**config.mk**
```make
export PLATFORM = sky130hd
export DESIGN_NAME = pf_reuse_trainer
export DESIGN_NICKNAME = d
export VERILOG_FILES = /design/src/rtl/pft_pkg.sv /design/src/rtl/pft_classify.sv /design/src/rtl/pft_entry.sv /design/src/rtl/pft_resp.sv /design/src/rtl/pf_reuse_trainer.sv
export SDC_FILE = /design/constraint.sdc
export NUM_CORES = 1
export LEC_CHECK = 0
export BUFFER_PORTS_ARGS = -buffer_cell sky130_fd_sc_hd__buf_2
export CORE_UTILIZATION = 35
export CTS_BUF_LIST = sky130_fd_sc_hd__clkbuf_8
export CTS_CLUSTER_SIZE = 30
export DETAILED_ROUTE_END_ITERATION = 6
export SLEW_MARGIN = 20
export SYNTH_ARGS = -nofsm -noshare
export SYNTH_HDL_FRONTEND = slang
export SYNTH_SLANG_ARGS = --single-unit
```
**constraint.sdc**
```tcl
create_clock -name clk -period 2.8 [get_ports clk]
set_input_delay 0.42 -clock clk [delete_from_list [all_inputs] [get_ports clk]]
set_output_delay 0.42 -clock clk [all_outputs]
set_load 0.02 [all_outputs]
```
**src/rtl/pft_pkg.sv**
```systemverilog
package pft_pkg;

   // Classified cache event as seen by the trainer
   typedef enum logic [2:0] {
      EV_NONE       = 3'd0,
      EV_DEM_HIT_PF = 3'd1,   // demand hit on a prefetched line
      EV_PF_HIT_PF  = 3'd2,   // prefetch hit on a prefetched line
      EV_PF_HIT_REG = 3'd3,   // prefetch hit on a regular line
      EV_EVICT_PF   = 3'd4    // unused eviction of a prefetched line
   } ev_class_e;

   localparam logic HINT_INSERT = 1'b1;
   localparam logic HINT_BYPASS = 1'b0;

endpackage

```
**src/rtl/pft_classify.sv**
```systemverilog
module pft_classify
   import pft_pkg::*;
#(
   parameter int unsigned PFID_W  = 2,
   parameter int unsigned NUM_PF  = 3,
   parameter int unsigned NUM_LVL = 2,
   parameter int unsigned LVL_W   = 1
) (
   input  logic              ev_valid,
   input  logic              ev_hit,
   input  logic              ev_demand,
   input  logic [LVL_W-1:0]  ev_lvl,
   input  logic [PFID_W-1:0] ev_line_id,
   input  logic [PFID_W-1:0] ev_req_id,
   output ev_class_e         cls
);

   logic line_pf;
   logic line_reg;
   logic req_ok;
   logic lvl_ok;

   always_comb begin
      line_pf  = (ev_line_id != '0) && (32'(ev_line_id) <= NUM_PF);
      line_reg = (ev_line_id == '0);
      req_ok   = (ev_req_id != '0) && (32'(ev_req_id) <= NUM_PF);
      lvl_ok   = (32'(ev_lvl) < NUM_LVL);
   end

   always_comb begin
      cls = EV_NONE;
      if (ev_valid && lvl_ok) begin
         if (ev_hit) begin
            if (ev_demand) begin
               if (line_pf) cls = EV_DEM_HIT_PF;
            end else if (line_pf) begin
               cls = EV_PF_HIT_PF;
            end else if (line_reg && req_ok) begin
               cls = EV_PF_HIT_REG;
            end
         end else if (line_pf) begin
            cls = EV_EVICT_PF;
         end
      end
   end

endmodule

```
**src/rtl/pft_entry.sv**
```systemverilog
module pft_entry
   import pft_pkg::*;
#(
   parameter int unsigned CNT_W = 3
) (
   input  logic             clk,
   input  logic             rst_n,
   input  logic             inc,
   input  logic             dec,
   output logic [CNT_W-1:0] cnt,
   output logic             hint
);

   localparam logic [CNT_W-1:0] CNT_MAX = {CNT_W{1'b1}};

   logic [CNT_W-1:0] cnt_nx;
   logic             hint_nx;

   always_comb begin
      cnt_nx = cnt;
      if (inc && !dec && cnt != CNT_MAX)
         cnt_nx = cnt + 1'b1;
      else if (dec && !inc && cnt != '0)
         cnt_nx = cnt - 1'b1;
   end

   // hint switches only at the two ends of the counter range
   always_comb begin
      hint_nx = hint;
      if (cnt_nx == CNT_MAX)
         hint_nx = HINT_INSERT;
      else if (cnt_nx == '0)
         hint_nx = HINT_BYPASS;
   end

   always_ff @(posedge clk or negedge rst_n) begin
      if (!rst_n) begin
         cnt  <= CNT_MAX;
         hint <= HINT_INSERT;
      end else begin
         cnt  <= cnt_nx;
         hint <= hint_nx;
      end
   end

endmodule

```
**src/rtl/pft_resp.sv**
```systemverilog
module pft_resp
   import pft_pkg::*;
#(
   parameter int unsigned PFID_W = 2,
   parameter int unsigned LVL_W  = 1,
   parameter int unsigned ADDR_W = 16,
   parameter int unsigned PC_W   = 16
) (
   input  logic              clk,
   input  logic              rst_n,
   input  ev_class_e         cls,
   input  logic [LVL_W-1:0]  ev_lvl,
   input  logic [PFID_W-1:0] ev_req_id,
   input  logic [ADDR_W-1:0] ev_addr,
   input  logic [PC_W-1:0]   ev_pc,
   output logic              id_wr_valid,
   output logic [PFID_W-1:0] id_wr_value,
   output logic              fp_add_valid,
   output logic [ADDR_W-1:0] fp_add_addr,
   output logic              dem_upd_valid,
   output logic [LVL_W-1:0]  dem_upd_lvl,
   output logic [PC_W-1:0]   dem_upd_pc
);

   logic promote;
   logic claim;

   always_comb begin
      promote = (cls == EV_DEM_HIT_PF);
      claim   = (cls == EV_PF_HIT_REG);
   end

   always_ff @(posedge clk or negedge rst_n) begin
      if (!rst_n) begin
         id_wr_valid   <= 1'b0;
         id_wr_value   <= '0;
         fp_add_valid  <= 1'b0;
         fp_add_addr   <= '0;
         dem_upd_valid <= 1'b0;
         dem_upd_lvl   <= '0;
         dem_upd_pc    <= '0;
      end else begin
         id_wr_valid   <= promote || claim;
         id_wr_value   <= claim ? ev_req_id : '0;
         fp_add_valid  <= promote;
         fp_add_addr   <= promote ? ev_addr : '0;
         dem_upd_valid <= promote;
         dem_upd_lvl   <= promote ? ev_lvl : '0;
         dem_upd_pc    <= promote ? ev_pc : '0;
      end
   end

endmodule

```
**src/rtl/pf_reuse_trainer.sv**
```systemverilog
module pf_reuse_trainer
   import pft_pkg::*;
#(
   parameter int unsigned NUM_PF  = 3,
   parameter int unsigned PFID_W  = 2,
   parameter int unsigned NUM_LVL = 2,
   parameter int unsigned CNT_W   = 3,
   parameter int unsigned ADDR_W  = 16,
   parameter int unsigned PC_W    = 16,
   localparam int unsigned LVL_W   = (NUM_LVL > 1) ? $clog2(NUM_LVL) : 1,
   localparam int unsigned NUM_ENT = NUM_PF * NUM_LVL
) (
   input  logic                       clk,
   input  logic                       rst_n,
   input  logic                       ev_valid,
   input  logic                       ev_hit,
   input  logic                       ev_demand,
   input  logic [LVL_W-1:0]           ev_lvl,
   input  logic [PFID_W-1:0]          ev_line_id,
   input  logic [PFID_W-1:0]          ev_req_id,
   input  logic [ADDR_W-1:0]          ev_addr,
   input  logic [PC_W-1:0]            ev_pc,
   output logic                       id_wr_valid,
   output logic [PFID_W-1:0]          id_wr_value,
   output logic                       fp_add_valid,
   output logic [ADDR_W-1:0]          fp_add_addr,
   output logic                       dem_upd_valid,
   output logic [LVL_W-1:0]           dem_upd_lvl,
   output logic [PC_W-1:0]            dem_upd_pc,
   output logic [NUM_ENT*CNT_W-1:0]   pf_cnt,
   output logic [NUM_ENT-1:0]         pf_hint
);

   // elaboration-time parameter checks
   if (NUM_PF < 1 || NUM_PF >= (1 << PFID_W)) begin : g_bad_num_pf
      $error("NUM_PF must be in 1..2**PFID_W-1");
   end
   if (NUM_LVL < 1) begin : g_bad_num_lvl
      $error("NUM_LVL must be at least 1");
   end
   if (CNT_W < 2) begin : g_bad_cnt_w
      $error("CNT_W must be at least 2");
   end

   ev_class_e cls;

   pft_classify #(
      .PFID_W  (PFID_W),
      .NUM_PF  (NUM_PF),
      .NUM_LVL (NUM_LVL),
      .LVL_W   (LVL_W)
   ) i_classify (
      .ev_valid   (ev_valid),
      .ev_hit     (ev_hit),
      .ev_demand  (ev_demand),
      .ev_lvl     (ev_lvl),
      .ev_line_id (ev_line_id),
      .ev_req_id  (ev_req_id),
      .cls        (cls)
   );

   logic step_up;
   logic step_dn;

   always_comb begin
      step_up = (cls == EV_DEM_HIT_PF) || (cls == EV_PF_HIT_PF);
      step_dn = (cls == EV_EVICT_PF);
   end

   for (genvar p = 0; p < NUM_PF; p++) begin : g_pf
      for (genvar l = 0; l < NUM_LVL; l++) begin : g_lvl
         localparam int unsigned E = p * NUM_LVL + l;
         logic sel;
         always_comb sel = (ev_line_id == PFID_W'(p + 1)) && (ev_lvl == LVL_W'(l));

         pft_entry #(
            .CNT_W (CNT_W)
         ) i_entry (
            .clk   (clk),
            .rst_n (rst_n),
            .inc   (step_up && sel),
            .dec   (step_dn && sel),
            .cnt   (pf_cnt[E*CNT_W +: CNT_W]),
            .hint  (pf_hint[E])
         );
      end
   end

   pft_resp #(
      .PFID_W (PFID_W),
      .LVL_W  (LVL_W),
      .ADDR_W (ADDR_W),
      .PC_W   (PC_W)
   ) i_resp (
      .clk           (clk),
      .rst_n         (rst_n),
      .cls           (cls),
      .ev_lvl        (ev_lvl),
      .ev_req_id     (ev_req_id),
      .ev_addr       (ev_addr),
      .ev_pc         (ev_pc),
      .id_wr_valid   (id_wr_valid),
      .id_wr_value   (id_wr_value),
      .fp_add_valid  (fp_add_valid),
      .fp_add_addr   (fp_add_addr),
      .dem_upd_valid (dem_upd_valid),
      .dem_upd_lvl   (dem_upd_lvl),
      .dem_upd_pc    (dem_upd_pc)
   );

endmodule

```
==> Word level (Yosys, flattened, before mapping) <==
Index checks and enable logic that the tools add are counted.
{ "totals": {"out_inout_bits": 62, "regBits": 61} }
{ "op_classes": {"mux": 35, "n_reduce_logical": 78, "n_bitwise": 1, "eq_ne": 19, "add_sub_neg": 12} }
{ "op_table": {"columns": ["operator", "count"], "rows": [
  ["2-to-1 mux 3 bit", 17],
  ["logical AND 1 bit", 43],
  ["2-to-1 mux 16 bit", 2],
  ["== test 3 bit (second input constant)", 7],
  ["adder 3 x 1 -> 3 bit (second input constant)", 6],
  ["zero test 3 bit", 6],
  ["!= test 3 bit (second input constant)", 6],
  ["nonzero test 3 bit", 6],
  ["subtractor 3 x 1 -> 3 bit (second input constant)", 6],
  ["nonzero test 2 bit", 8],
  ["2-to-1 mux 1 bit", 14],
  ["zero test 1 bit", 12],
  ["== test 3 x 2 -> 1 bit (second input constant)", 2],
  ["== test 2 bit (second input constant)", 2],
  ["2-to-1 mux 2 bit", 2],
  ["== test 3 x 1 -> 1 bit (second input constant)", 1],
  ["== test 2 x 1 -> 1 bit (second input constant)", 1],
  ["zero test 2 bit", 1],
  ["logical OR 1 bit", 2],
  ["inverter 1 bit", 1]
]} }

==> Logic depth before layout (Yosys ltp) <==
Gate-level depths: netlist of the first run.
{ "logic_depth": {"ltp_word": 18, "mapped_depth": 8, "depth_no_buf": 8} }

==> Hierarchy <==
A second synthesis of the first run with hierarchy kept.
{ "unflattened": {"cells_unflattened": 307, "hier_area_um2": 3472.1} }
{ "modules_own_cells": {"columns": ["mod", "n_inst", "seq_area_each_um2", "cells_per_inst", "area_each_um2"], "rows": [
  ["pft_entry", 6, 105.1, 33, 285.3],
  ["pft_resp", 1, 925.9, 84, 1596.5],
  ["pf_reuse_trainer", 1, 0.0, 18, 111.4],
  ["pft_classify", 1, 0.0, 7, 52.6]
]} }

==> Least setup slack after synthesis of the first run <==
OpenSTA, ideal clock, no wires.
{ "synth_timing": {"path_kind": "flip-flop to flip-flop", "start": "reg g_pf[1].g_lvl[1].i_entry.cnt[0]", "end": "reg g_pf[1].g_lvl[1].i_entry.hint", "setup_slack_ns": 0.530, "synth_period_minus_slack_ns": 2.270, "path_stages_with_launch": 9, "t_arrival_ns": 2.209, "required_ns": 2.739, "setup_time_ns": 0.061, "path_cell_list": "dfstp_2 > inv_1 > ha_1 > ha_1 > or3b_1 > or3_1 > a31oi_2 > a21oi_1 > o21ba_1"} }
{ "synth_between": {"elab_chain_len": 6} }
{ "synth_rtl": {"columns": ["element", "line", "text"], "rows": [
  ["start, declared", "pft_entry.sv:10", "output logic [CNT_W-1:0] cnt,"],
  ["start signal, assigned", "pft_entry.sv:41", "cnt <= cnt_nx;"],
  ["parallel branches: the longest is 3 deep, another holds subtractor 3 x 1 -> 3 bit", null, null],
  ["2-to-1 mux 3 bit *", "pft_entry.sv:21", "if (inc && !dec && cnt != CNT_MAX)"],
  ["via g_pf[1].g_lvl[1].i_entry.cnt_nx[2]", "pft_entry.sv:16", "logic [CNT_W-1:0] cnt_nx;"],
  ["== test 3 bit or zero test 3 bit (tied branches)", "pft_entry.sv:30, pft_entry.sv:32", null],
  ["2-to-1 mux 1 bit or nonzero test 2 bit (tied branches)", null, null],
  ["end signal, assigned", "pft_entry.sv:42", "hint <= hint_nx;"],
  ["end, declared", "pft_entry.sv:11", "output logic hint"]
]} }
Mark *: on every way through the listed nets, which the timed path passes.
A chain may end at the register's enable or synchronous reset.

==> Final worst setup path of the first run <==
Ends and elaborated chain as after synthesis.

==> impl_metrics.json, run 1 <==
{
  "wl_met2_um": 2762,
  "min_period_ps": 2298,
  "viasPerCell": 4.785,
  "drtPass1Iterations": 4,
  "comb_power_share": 0.390,
  "synthFlopType": "dfrtp_1",
  "initial_core_util": 0.3618,
  "end_kind": "flop",
  "irDropWorstVdd_v": 0.0003331,
  "postCtsSetupBuffers": 0,
  "synth-edff-count": 0,
  "rsz0062_at_grt": "no",
  "ys_seq_elements": 61,
  "p_sw_frac": 0.3842,
  "grt_pass1_vias": 2277,
  "final_layout_size_suffix_gt1_frac": 0.4091,
  "finalWorstSetupSlack_ps": 501.9,
  "dr_total_vias": 2292,
  "dp_hpwl_um": 4584,
  "synth.yosys.seq_area_share": 0.5236,
  "h-tree-depth": 3,
  "slowest_stage": "dfstp_2",
  "critPathBufInv": 1,
  "dieWidth_um": 94.16,
  "cp_max_fo": 5,
  "hp-class": "input port to asynchronous set/reset pin",
  "yosysTopAreaCellShare": 0.3114,
  "nFillCells": 803,
  "gr-usage-all-layers": 0.1537,
  "cp.required_ps": 3070,
  "clkTransAtPathRegs_ps": 70,
  "numPortBuffers": 103,
  "syn_area_per_cell_sq_um": 11.13,
  "async_reset_ff_frac": 1.000,
  "final_net_count": 435,
  "gp_congestion": 0.8447,
  "postLayoutCellArea_sq_um": 3730,
  "clkPwrFrac": 0.202,
  "hold_viol": 0,
  "fin_tns_setup_ps": 0,
  "syn_inst": 267,
  "worst_pin_slew_ps": 711.7,
  "ff_latch_area_sq_um": 1556,
  "path_delay_family": "simple AND/OR/NAND/NOR gates",
  "p_int_mw": 2.015,
  "drv_slew": 0,
  "drc_errors": 0,
  "core_area_sq_um": 8217,
  "slew_headroom": 0.5256,
  "diodes": 0,
  "wl_per_cell_um": 13.00,
  "power_density_nw_per_um2": 877.3,
  "final_cell_mix": "buf_2, dfrtp_1, and2_1",
  "wl_met3_um": 541,
  "setup.worst_path.class": "flop to flop",
  "power.leakage_nw": 1.953,
  "cts-root-buf": "clkbuf_8",
  "grt_overflow": 0,
  "detail_route.wirelength_um": 6226,
  "fmax_ghz": 0.4351,
  "top_layer_used": "met4",
  "die_y_um": 94.16,
  "yosysUniqueCellTypes": 46,
  "yosys_warnings": 0,
  "cts_tree": "built",
  "mostFrequentLayoutCell": "buf_2",
  "dpl_worst_slack_ps": 506.9,
  "antenna_found_initial": 0,
  "multi_input_area_sq_um": 1241,
  "fin_crit_sh": 0.8207,
  "finClkSkew_ps": 8.717,
  "grt_max_degree": 35,
  "p_sw_mw": 1.257,
  "synthTopCellsByArea": "dfrtp_1, dfstp_2, ha_1",
  "outcome": "finished clean",
  "synth_area_sq_um": 2973,
  "cts_resized": 0,
  "antenna_left": 0,
  "rows": 33,
  "cp.arrival_ps": 2570,
  "maxCapViolations": 0,
  "dpl_cell_area_sq_um": 3562,
  "cts_sinks": 61,
  "cpPeakStageDelay_ps": 550,
  "path_common_cell": "ha_1",
  "drt_iter0_drc": 52,
  "die_area_sq_um": 8866,
  "yosys.area.top_type": "dfrtp_1",
  "finalSetupViolCount": 0,
  "worstPathCellList": "inv_1 > ha_1 > ha_1 > or3b_1 > or3_1 > a31oi_2 > a21oi_1 > o21ba_1",
  "insertion_delay_ps": 330,
  "boundaryPins": 104,
  "clk_path_buf_depth": 2,
  "grt_first_pass_wirelength_um": 10360,
  "synth.net_count": 333,
  "cts_made_buffers": 9,
  "seq_power_share": 0.408,
  "area_delta_synth_final_pct": 25.46,
  "hold_buffers": 0,
  "wl_met1_um": 2862,
  "start_kind": "flop"
}
## metal layers
| metal | global-route usage | up-vias |
|---|---|---|
| li1 | - | 1111 |
| met1 | 0.1970 | 1082 |
| met2 | 0.2361 | 94 |
| met3 | 0.06230 | 5 |
| met4 | 0.04615 | 0 |
| met5 | 0 | - |
## per-stage QoR
step                std cells  total power, mW  hold WS (ps)    util
floorplan                 267            2.277         124.4       -
global placement          463            2.582         491.2  0.4335
detailed placement        463            2.633         498.0  0.4335
CTS                       479            3.325         155.8  0.4539
global route              479            3.555         185.2  0.4539
finish                    479            3.272         142.5  0.4539
## kinds of logic (layout without fill, tap and decap cells)
group,count (synthesis),in the layout,share of synthesized area
buffers and inverters,38,145,0.05892
adder cells (fa/ha/maj),24,24,0.1010
AND/OR/NAND/NOR,81,81,0.1688
multiplexers,1,1,0.003788
XOR/XNOR,6,6,0.01768
AO/OA/AOI/OAI,56,56,0.1263
flip-flops,61,61,0.5236
## cell type report
class	instances	area share
well taps	105	0.03522
flip-flops and latches	61	0.4173
multi-input cells	168	0.3328
clock inverters	7	0.01174
repair buffers	105	0.1456
inverters	24	0.02415
clock buffers	9	0.03321
## power by group through the flow
stage               clock (mW)  sequential (mW)  combinational (mW)
floorplan                    0             1.50               0.774
global placement             0             1.34                1.24
detailed placement           0             1.36                1.28
CTS                      0.694             1.34                1.29
global route             0.729             1.37                1.45
finish                   0.662             1.33                1.28
## state kept, by name, indices dropped and copies added (netlist names)
register,cells
i_resp.id_wr_valid,1
i_resp.dem_upd_pc,16
i_resp.fp_add_valid,1
i_resp.dem_upd_lvl,1
g_pf.g_lvl.i_entry.cnt,18
i_resp.fp_add_addr,16
g_pf.g_lvl.i_entry.hint,6
i_resp.id_wr_value,2
## path summary, 6_finish.rpt
check | start | to | slack, ps | depth (start not counted)
max in group asynchronous | rst_n | g_pf[2].g_lvl[1].i_entry.hint$_DFFE_PN1P_ | 1980 | 2
worst max-delay path | g_pf[1].g_lvl[1].i_entry.cnt[0]$_DFF_PN1_ | g_pf[1].g_lvl[1].i_entry.hint$_DFFE_PN1P_ | 500 | 8
worst max register to register | g_pf[1].g_lvl[1].i_entry.cnt[0]$_DFF_PN1_ | g_pf[1].g_lvl[1].i_entry.hint$_DFFE_PN1P_ | 500 | 8
min in group clk | ev_pc[4] | i_resp.dem_upd_pc[4]$_DFF_PN0_ | 290 | 2
worst min register to register | g_pf[1].g_lvl[0].i_entry.hint$_DFFE_PN1P_ | g_pf[1].g_lvl[0].i_entry.hint$_DFFE_PN1P_ | 500 | 2
worst min-delay path | rst_n | i_resp.dem_upd_pc[15]$_DFF_PN0_ | 140 | 1
## synthesized netlist by cell type (2+ instances only)
cell / number
o21a_1: 2
buf_4: 8
a31oi_2: 2
inv_1: 24
o21ai_0: 12
o31a_1: 2
or3_1: 6
and2_1: 36
nand4bb_1: 2
o21ba_1: 2
nand3b_1: 2
nor3_1: 6
ha_1: 24
a31oi_1: 5
or3b_1: 3
clkbuf_1: 4
or2_2: 3
nand2b_1: 3
dfstp_2: 24
o21ai_1: 3
o22ai_1: 2
nor2_1: 8
dfrtp_1: 37
a21oi_1: 11
xnor2_1: 6
o31ai_1: 3
nand2_1: 4
nor4_1: 2
buf_2: 2
a211oi_1: 3
No activity file was read; power rests on OpenSTA's default activity.
==> run 2: changes to the inputs <==
==> constraint.sdc (replaced) <==
create_clock -name clk -period 2 [get_ports clk]
set_input_delay 0.3 -clock clk [delete_from_list [all_inputs] [get_ports clk]]
set_output_delay 0.3 -clock clk [all_outputs]
set_load 0.02 [all_outputs]
==> impl_metrics.json, run 2 (synthesized netlist as in run 1, its figures left out) <==
{
  "regToRegStartpoint": "g_pf[1].g_lvl[1].i_entry.cnt[1]$_DFF_PN1_",
  "post-route-util": 0.5394,
  "cp.arrival_ps": 2450,
  "cp.required_ps": 2270,
  "power_density_nw_per_um2": 1360,
  "dp_hpwl_um": 4640,
  "h-tree-depth": 3,
  "r2r-end": "g_pf[1].g_lvl[1].i_entry.hint$_DFFE_PN1P_",
  "detail_route.wirelength_um": 6844,
  "end_kind": "flop",
  "initial_core_util": 0.3618,
  "irDropWorstVdd_v": 0.0005061,
  "top_register": "g_pf.g_lvl.i_entry.cnt",
  "drv_slew": 0,
  "insertion_delay_ps": 330,
  "nFillCells": 754,
  "largest_reg_flops": 18,
  "violations": "setup timing",
  "slew_headroom": 0.6638,
  "start_kind": "flop",
  "maxCapViolations": 0,
  "grt_pass1_vias": 2425,
  "fin_crit_sh": 1.090,
  "clk_path_buf_depth": 2,
  "wl_per_cell_um": 13.24,
  "finalWorstSetupSlack_ps": -180.1,
  "finalSetupViolCount": 3,
  "gp_congestion": 0.8356,
  "power.leakage_nw": 2.200,
  "outcome": "finished, violations left",
  "cts_made_buffers": 9,
  "dr_total_vias": 2477,
  "antenna_found_initial": 0,
  "worstHoldPathCells": 2,
  "die_area_sq_um": 8866,
  "drt_iter0_drc": 45,
  "worst_pin_slew_ps": 499.7,
  "whs_ps": 166.1,
  "hp-class": "input port to flop",
  "ff_latch_area_sq_um": 1556,
  "cts_sinks": 61,
  "boundaryPins": 104,
  "hold_viol": 0,
  "drc_errors": 0,
  "cp_max_fo": 4,
  "die_y_um": 94.16,
  "grt_first_pass_wirelength_um": 10910,
  "dieWidth_um": 94.16,
  "power_mw": 6.025,
  "grt_max_degree": 62,
  "numPortBuffers": 103,
  "multi_input_area_sq_um": 1558,
  "final_cell_mix": "buf_2, dfrtp_1, and2_1, buf_4, dfstp_2",
  "cts-root-buf": "clkbuf_8",
  "mostFrequentLayoutCell": "buf_2",
  "drtPass1Iterations": 4,
  "core_area_sq_um": 8217,
  "setup.worst_path.class": "flop to flop",
  "diodes": 0,
  "reg2reg_depth": 8,
  "final_net_count": 473,
  "rsz0062_at_grt": "yes",
  "cts_tree": "built",
  "min_period_ps": 2180,
  "rrSetupSlack_ps": -180,
  "antenna_left": 0,
  "crit_path_end": "g_pf[1].g_lvl[1].i_entry.hint$_DFFE_PN1P_",
  "clkTransAtPathRegs_ps": 70,
  "grt_overflow": 0,
  "viasPerCell": 4.791,
  "fmax_ghz": 0.4587,
  "rows": 33,
  "reg_top3": "g_pf.g_lvl.i_entry.cnt x18, i_resp.dem_upd_pc x16, i_resp.fp_add_addr x16",
  "final_layout_size_suffix_gt1_frac": 0.5728,
  "finClkSkew_ps": 6.437,
  "area_delta_synth_final_pct": 49.07,
  "gr-usage-all-layers": 0.1616,
  "crit_start": "g_pf[1].g_lvl[1].i_entry.cnt[1]$_DFF_PN1_"
}
run 2: cell types whose count changed in the layout (fill, tap and decap cells not counted), sizes merged:
cell	delta
buf	+37
clkinv	-4
bufinv	+3
clkbuf	+2
dlygate4sd3	+1
inv	-1
run 2: metal layers:
metal	up-vias	GRT usage	share of wire
met5	-	0	0
met4	0	0.06538	0.013
met3	9	0.06472	0.076
met2	93	0.2548	0.48
met1	1186	0.1952	0.43
li1	1189	-	-
run 2: metrics by stage:
step                setup TNS (ps)  setup slack [ps]  instance area [sq um]  cells
floorplan                   -475.2            -197.2                   2998    267
global placement            -324.3            -144.3                   3775    488
detailed placement          -548.5            -213.7                   3775    488
CTS                         -348.3            -140.2                   4225    512
global route                -837.2            -246.6                   4432    517
finish                      -403.4            -180.1                   4432    517
run 2: report_power, final:
group,switching [mW],internal [mW],total [mW]
combinational,1.41,1.37,2.79
sequential,0.187,1.65,1.83
clock,0.507,0.898,1.41
total,2.11,3.92,6.03
run 2: worst max-delay path, stage by stage (launching register included):
cell and delay, ps:
dfstp_2 550, inv_2 50, ha_4 150, ha_4 140, or3b_4 390, or3_4 350, a31oi_4 200, a21oi_2 70
o21ba_1 220
run 2: worst min-delay path by stage:
| stage | endpoint | start |
|---|---|---|
| 3_5_place_dp | i_resp.fp_add_addr[11]$_DFF_PN0_ | rst_n |
| 6_report | i_resp.fp_add_addr[13]$_DFF_PN0_ | ev_addr[13] |
| 5_1_grt | i_resp.dem_upd_pc[11]$_DFF_PN0_ | ev_pc[11] |
| 4_1_cts | i_resp.fp_add_addr[13]$_DFF_PN0_ | ev_addr[13] |
| 3_3_place_gp | i_resp.fp_add_addr[11]$_DFF_PN0_ | rst_n |
| 2_1_floorplan | i_resp.dem_upd_lvl$_DFF_PN0_ | rst_n |
run 2: what timing repair did:
item	CTS	global route
setup endpoints to repair	7	11
pin swaps	9	18
resized for setup	22	36
buffers inserted	8	5
hold buffers	1	0
endpoints found under the hold margin	37	0
run 2: final cells by class:
| cell class | instances | area share |
|---|---|---|
| flip-flops and latches | 61 | 0.3512 |
| clock inverters | 5 | 0.02400 |
| multi-input cells | 168 | 0.3515 |
| repair buffers | 143 | 0.1892 |
| clock buffers | 11 | 0.03416 |
| inverters | 24 | 0.02033 |
| well taps | 105 | 0.02964 |
